**config.mk**
```make
export PLATFORM = sky130hd
export DESIGN_NAME = smp_boot_lock
export DESIGN_NICKNAME = d
export VERILOG_FILES = /design/src/rtl/sbl_pkg.sv /design/src/rtl/sbl_port_decode.sv /design/src/rtl/sbl_lock_bank.sv /design/src/rtl/sbl_boot_mbox.sv /design/src/rtl/smp_boot_lock.sv
export SDC_FILE = /design/constraint.sdc
export NUM_CORES = 2
export LEC_CHECK = 0
export BUFFER_PORTS_ARGS = -buffer_cell sky130_fd_sc_hd__buf_2
export CORE_AREA = 2 2 336 338
export DETAILED_ROUTE_END_ITERATION = 8
export DIE_AREA = 0 0 338 340
export GPL_TIMING_DRIVEN = 0
export PLACE_DENSITY = 0.51
export SYNTH_ARGS = -nofsm -noshare
export SYNTH_HDL_FRONTEND = slang
export SYNTH_HIERARCHICAL = 1
export SYNTH_SLANG_ARGS = --single-unit
```
**constraint.sdc**
```tcl
create_clock -name clk -period 4.6 [get_ports clk]
set_input_delay 0.92 -clock clk [delete_from_list [all_inputs] [get_ports clk]]
set_output_delay 0.92 -clock clk [all_outputs]
set_load 0.05 [all_outputs]
```
**src/rtl/sbl_pkg.sv**
```systemverilog
package sbl_pkg;
  typedef enum logic [1:0] {
    ACC_NONE = 2'd0,
    ACC_BOOT = 2'd1,
    ACC_LOCK = 2'd2
  } acc_kind_e;
endpackage

```
**src/rtl/sbl_port_decode.sv**
```systemverilog
module sbl_port_decode
  import sbl_pkg::*;
#(
  parameter int AW    = 8,
  parameter int NCPU  = 8,
  parameter int NLOCK = 16,
  parameter int IW    = 4
) (
  input  logic [AW-1:0] addr,
  output acc_kind_e     kind,
  output logic [IW-1:0] idx
);
  localparam int WW = AW - 2;

  logic [WW-1:0] word;
  assign word = addr[AW-1:2];

  always_comb begin
    kind = ACC_NONE;
    idx  = '0;
    if (int'(word) < NCPU) begin
      kind = ACC_BOOT;
      idx  = IW'(int'(word));
    end else if (int'(word) < NCPU + NLOCK) begin
      kind = ACC_LOCK;
      idx  = IW'(int'(word) - NCPU);
    end
  end
endmodule

```
**src/rtl/sbl_lock_bank.sv**
```systemverilog
module sbl_lock_bank #(
  parameter int NPORT = 8,
  parameter int NLOCK = 16,
  parameter int IW    = 4
) (
  input  logic             clk,
  input  logic             rst_n,
  input  logic [NPORT-1:0] rd,
  input  logic [NPORT-1:0] wr,
  input  logic [NPORT-1:0] wset,
  input  logic [IW-1:0]    idx [NPORT],
  output logic [NPORT-1:0] old,
  output logic [NLOCK-1:0] held
);
  logic [NLOCK-1:0] lock_q;
  logic [NLOCK-1:0] lock_nxt;
  logic [NLOCK-1:0] touch;

  // Ports are folded in ascending order: each sees the effect of all lower ones.
  always_comb begin
    lock_nxt = lock_q;
    old      = '0;
    touch    = '0;
    for (int p = 0; p < NPORT; p++) begin
      if (rd[p] || wr[p]) begin
        touch[idx[p]] = 1'b1;
        if (rd[p]) begin
          old[p]           = lock_nxt[idx[p]];
          lock_nxt[idx[p]] = 1'b1;
        end else begin
          lock_nxt[idx[p]] = wset[p];
        end
      end
    end
  end

  always_ff @(posedge clk) begin
    if (!rst_n) lock_q <= '0;
    else        lock_q <= lock_nxt;
  end

  assign held = lock_q;

  // two simultaneous readers of one lock never both find it free
  for (genvar i = 0; i < NPORT; i++) begin : g_pi
    for (genvar j = i + 1; j < NPORT; j++) begin : g_pj

      single_winner_chk: assert property (@(posedge clk) disable iff (!rst_n)
        (wr == '0 && rd[i] && rd[j] && idx[i] == idx[j] && !old[i]) |-> old[j]);
    end
  end

  for (genvar l = 0; l < NLOCK; l++) begin : g_lk

    lock_set_origin_chk: assert property (@(posedge clk) disable iff (!rst_n)
      $rose(lock_q[l]) |-> $past(touch[l]));
  end
endmodule

```
**src/rtl/sbl_boot_mbox.sv**
```systemverilog
module sbl_boot_mbox #(
  parameter int NCPU = 8,
  parameter int DW   = 32,
  parameter int IW   = 4
) (
  input  logic               clk,
  input  logic               rst_n,
  input  logic               wr_en,
  input  logic [IW-1:0]      wr_idx,
  input  logic [DW-1:0]      wr_data,
  output logic [NCPU*DW-1:0] start_addr,
  output logic [NCPU-1:0]    start_pulse
);
  for (genvar k = 0; k < NCPU; k++) begin : g_slot
    if (k == 0) begin : g_boot_cpu
      assign start_addr[0 +: DW] = '0;
      assign start_pulse[0]      = 1'b0;
    end else begin : g_app_cpu
      logic [DW-1:0] val_q;
      logic          pl_q;
      logic          hit;
      assign hit = wr_en && (int'(wr_idx) == k);
      always_ff @(posedge clk) begin
        if (!rst_n) begin
          val_q <= '0;
          pl_q  <= 1'b0;
        end else begin
          pl_q <= hit;
          if (hit) val_q <= wr_data;
        end
      end
      assign start_addr[k*DW +: DW] = val_q;
      assign start_pulse[k]         = pl_q;


      pulse_origin_chk: assert property (@(posedge clk) disable iff (!rst_n)
        start_pulse[k] |-> $past(wr_en && int'(wr_idx) == k));

      addr_change_chk: assert property (@(posedge clk) disable iff (!rst_n)
        (start_addr[k*DW +: DW] != $past(start_addr[k*DW +: DW])) |-> start_pulse[k]);
    end
  end


  single_pulse_chk: assert property (@(posedge clk) disable iff (!rst_n)
    $onehot0(start_pulse));
endmodule

```
**src/rtl/smp_boot_lock.sv**
```systemverilog
module smp_boot_lock
  import sbl_pkg::*;
#(
  parameter int NCPU  = 8,
  parameter int NLOCK = 16,
  parameter int DW    = 32,
  parameter int AW    = 8
) (
  input  logic               clk,
  input  logic               rst_n,
  input  logic [NCPU-1:0]    req_valid,
  output logic [NCPU-1:0]    req_ready,
  input  logic [NCPU-1:0]    req_write,
  input  logic [NCPU*AW-1:0] req_addr,
  input  logic [NCPU*DW-1:0] req_wdata,
  output logic [NCPU-1:0]    rsp_valid,
  output logic [NCPU*DW-1:0] rsp_rdata,
  output logic [NCPU*DW-1:0] start_addr,
  output logic [NCPU-1:0]    start_pulse
);
  localparam int MAXN = (NCPU > NLOCK) ? NCPU : NLOCK;
  localparam int IW   = (MAXN > 1) ? $clog2(MAXN) : 1;

  logic              ready_q;
  logic [NCPU-1:0]   acc;
  acc_kind_e         kind [NCPU];
  logic [IW-1:0]     idx  [NCPU];
  logic [NCPU-1:0]   lk_rd, lk_wr, lk_wset, lk_old;
  logic [NLOCK-1:0]  lk_held;
  logic              bw_en;
  logic [NCPU-1:0]   rsp_v_q;
  logic [DW-1:0]     rsp_d_q [NCPU];
  logic [DW-1:0]     rd_mux  [NCPU];

  always_ff @(posedge clk) begin
    if (!rst_n) ready_q <= 1'b0;
    else        ready_q <= 1'b1;
  end

  assign req_ready = {NCPU{ready_q}};
  assign acc       = req_valid & req_ready;

  for (genvar p = 0; p < NCPU; p++) begin : g_port
    sbl_port_decode #(.AW(AW), .NCPU(NCPU), .NLOCK(NLOCK), .IW(IW)) u_dec (
      .addr (req_addr[p*AW +: AW]),
      .kind (kind[p]),
      .idx  (idx[p])
    );
    assign lk_rd[p]   = acc[p] && !req_write[p] && (kind[p] == ACC_LOCK);
    assign lk_wr[p]   = acc[p] &&  req_write[p] && (kind[p] == ACC_LOCK);
    assign lk_wset[p] = |req_wdata[p*DW +: DW];

    // Boot reads forward a same-cycle port 0 write to the same slot.
    always_comb begin
      rd_mux[p] = '0;
      if (!req_write[p]) begin
        if (kind[p] == ACC_BOOT) begin
          if (bw_en && idx[p] == idx[0]) rd_mux[p] = req_wdata[0 +: DW];
          else                           rd_mux[p] = start_addr[int'(idx[p])*DW +: DW];
        end else if (kind[p] == ACC_LOCK) begin
          rd_mux[p] = {{(DW-1){1'b0}}, lk_old[p]};
        end
      end
    end

    always_ff @(posedge clk) begin
      if (!rst_n) begin
        rsp_v_q[p] <= 1'b0;
        rsp_d_q[p] <= '0;
      end else begin
        rsp_v_q[p] <= acc[p];
        rsp_d_q[p] <= acc[p] ? rd_mux[p] : '0;
      end
    end
    assign rsp_rdata[p*DW +: DW] = rsp_d_q[p];


    ready_steady_chk: assert property (@(posedge clk) disable iff (!rst_n)
      $past(req_ready[p]) |-> req_ready[p]);
  end

  assign rsp_valid = rsp_v_q;
  assign bw_en = acc[0] && req_write[0] && (kind[0] == ACC_BOOT) && (idx[0] != '0);

  sbl_lock_bank #(.NPORT(NCPU), .NLOCK(NLOCK), .IW(IW)) u_locks (
    .clk   (clk),
    .rst_n (rst_n),
    .rd    (lk_rd),
    .wr    (lk_wr),
    .wset  (lk_wset),
    .idx   (idx),
    .old   (lk_old),
    .held  (lk_held)
  );

  sbl_boot_mbox #(.NCPU(NCPU), .DW(DW), .IW(IW)) u_mbox (
    .clk         (clk),
    .rst_n       (rst_n),
    .wr_en       (bw_en),
    .wr_idx      (idx[0]),
    .wr_data     (req_wdata[0 +: DW]),
    .start_addr  (start_addr),
    .start_pulse (start_pulse)
  );


  release_frees_chk: assert property (@(posedge clk) disable iff (!rst_n)
    (lk_wr[0] && !lk_wset[0] && ((lk_rd | lk_wr) == 1)) |=> !lk_held[$past(idx[0])]);
endmodule

```
==> metrics <==
outcome completed; EDFF count, synth 0; cell accounting for the most synthesized area mux4_2; Worst VDD drop 0.000289 V; cells after synthesis 3388; Final Power 11.6 mW; first-pass GRT wire length 291 mm; internal power 8.17 mW; most numerous cell in the Yosys netlist mux4_2; crit-path max cell delay 570 ps; combinational share of power 0.175; hold_ws 514 ps; Worst-Skew Late Latency 710 ps; Startpoint Class input port; CTS Buf Count 60; Leak 17.9 nW; Placed Cells 5746; Most used DFF post-synth dfxtp_1; Mean Syn Cell Area 11.2 sq um; class of the most critical setup path input port to flip-flop; largest cells by area after synthesis mux4_2 31%, dfxtp_1 27%, mux2i_1 13%, nand2_1 3.5%, o22ai_1 2.6%; DR DRC count 0; area occupied by multi-input gates 26000 sq um; Die Span Y 340 um; GRT Overall Usage 0.359; Pre-antenna DRT Iters 8; CP Max Fanout 5; die area 115000 sq um; postcts setup bufs 0; Tmin final 4580 ps; Max-slew headroom 0.0292; RSZ-0062 raised after global routing no; H-tree levels 2; #FFs+latches synth 512; ys async rst share 0; Initial Utilization 0.341; endpoints failing setup 0; io pins 874; sw frac 0.297; root buffer cell clkbuf_16; Final Hold Vio Count 0; DR WL/cell 36.4 um; WP data arrival 5070 ps; clk sinks 512; MaxCap Viol Count 0; count of buffers from port buffering 824; largest net degree at the start of global routing 18; CP endpoint kind flip-flop; Die W 338 um; DR iter-0 viols 4804; Synth warnings 6; top cells by count, synth 521 x mux4_2, 512 x dfxtp_1, 488 x mux2i_1; CP cell instances buf_2 -> nor4_1 -> nand4_1 -> or2_2 -> nor2_1 -> nand4_1 -> a31oi_2 -> a2111oi_2 -> a211oi_2 -> a21oi_1 -> o41ai_1 -> a311o_1 -> a2111oi_2 -> nand3_1 -> o221ai_1; FILL cells 10900; clk slew on worst S/H paths 60 ps; Core ar. 112000 sq um; fin nets 4646; final wirelength 213 mm; post-DP HPWL 159 mm; antenna viol nets, final 0; initial antenna violation count 22; skew final 49.9 ps; Post-Syn Area 38000 sq um; clock network power share 0.442; TritonCTS clock tree built; Seq/Total Area, Yosys 0.270; maximum root-to-sink buffer count 3; Slew Viols, Final 0; Switch Pwr 3.46 mW; Yosys cell types 108; Worst Tran Pin Value 1460 ps; vias in the first global route 36500; RD Place Congestion 0.988; Non-Filler Instances 5866; vias per cell 6.48; Critical-path top delay cell nor4_1; Tcrit/Tclk final 0.995; vias 38000; fmax 218 MHz; WP data required 5090 ps; worst min path class input port to flip-flop; layout cells sized above 1 0.427; power share of the sequential group 0.383; row count 123; PwrDens 250 nW/um^2; Congestion Overflow GR 0; P&R area growth vs syn 22.1%; register area 10300 sq um; post-synth top area share 0.309
## per-stage QoR
step | TNS [ps] | area (sq um) | utilization | setup WS (ps)
finish | 0 | 46400 | 0.416 | 22.2
global route | 0 | 46400 | 0.416 | 17.6
CTS | 0 | 46300 | 0.415 | 11.0
detailed placement | -39400 | 44200 | 0.396 | -1160
global placement | -177610 | 44100 | 0.395 | -1190
floorplan | 0 | 38100 | - | 502
## final cells by class
cell class,instances,share of cell area
Inverter,26,0.00210
Buffer,350,0.0412
Multi-Input combinational cell,2532,0.561
Timing Repair Buffer,826,0.0893
Clock buffer,83,0.0368
Clock inverter,29,0.00771
Tap cell,1500,0.0404
Sequential cell,512,0.221
Antenna cell,8,0.000431
## path summary, 6_finish.rpt
check | from | end | slack [ps] | cells past startpoint
max | req_wdata[13] | rsp_d_q[1][64] | 20 | 15
min | req_valid[0] | rsp_valid[0] | 510 | 2
max reg2reg | ready_q | rsp_d_q[0][64] | 150 | 15
min reg2reg | u_mbox/g_slot[7].g_app_cpu.val_q[0] | u_mbox/g_slot[7].g_app_cpu.val_q[0] | 600 | 2
## flip-flops by register name, summed over array words and instances, names as in the netlist
name,cells
u_locks/held,16
u_mbox/g_slot.g_app_cpu.val_q,224
rsp_d_q,256
u_mbox/g_slot.g_app_cpu.pl_q,7
ready_q,1
rsp_valid,8
## cells by family after synthesis
| family | after synthesis | synth area share |
|---|---|---|
| mux | 1013 | 0.438 |
| simple gates | 930 | 0.123 |
| compound gates | 519 | 0.107 |
| flops | 512 | 0.270 |
| buf+inv | 376 | 0.0527 |
| xor+xnor | 37 | 0.00853 |
| other cells | 1 | 0.0000987 |
## power by group through the flow
stage	Combinational, mW	Sequential (mW)	Clock, mW
finish	2.04	4.45	5.13
global route	2.10	4.45	5.32
CTS	1.95	4.45	5.16
detailed placement	1.94	4.55	0
global placement	1.94	4.55	0
floorplan	1.25	4.57	0
## what timing repair did
item | CTS | global route
hold buffers | 0 | 0
setup endpoints to repair | 9 | 5
cloned | 0 | 0
gates resized for setup | 17 | 14
## worst max-delay path, delay by kind of cell
family	cells	cell delay [ps]
AO/OA/AOI/OAI	8	1950
buffers and inverters	1	140
AND/OR/NAND/NOR	6	2040
## layout by cell type, fill, tap and decap left out, drive strengths merged, types with 9 or more instances in the layout
cell type	n
and3	25
o22ai	221
o221ai	10
nand2	377
a21oi	47
o211ai	22
nand2b	23
a211oi	25
nor3b	12
a311oi	9
o21ai	46
clkbuf	202
o31ai	10
mux2i	488
or2	32
or3	15
xor2	28
buf	1057
nand4	28
a211o	10
xnor2	9
conb	33
nor4	77
nor2b	22
nor2	149
dfxtp	512
mux4	521
a31oi	21
nor3	47
nand3	62
inv	28
and2	31
clkinv	18
## per-layer routing
metal | vias up | GRT usage | wire [um]
li1 | 15300 | - | -
met1 | 19100 | 0.439 | 76600
met2 | 2967 | 0.555 | 96200
met3 | 639 | 0.105 | 24900
met4 | 16 | 0.221 | 15500
met5 | - | 0 | 95
(Power assumes the default switching activity.)
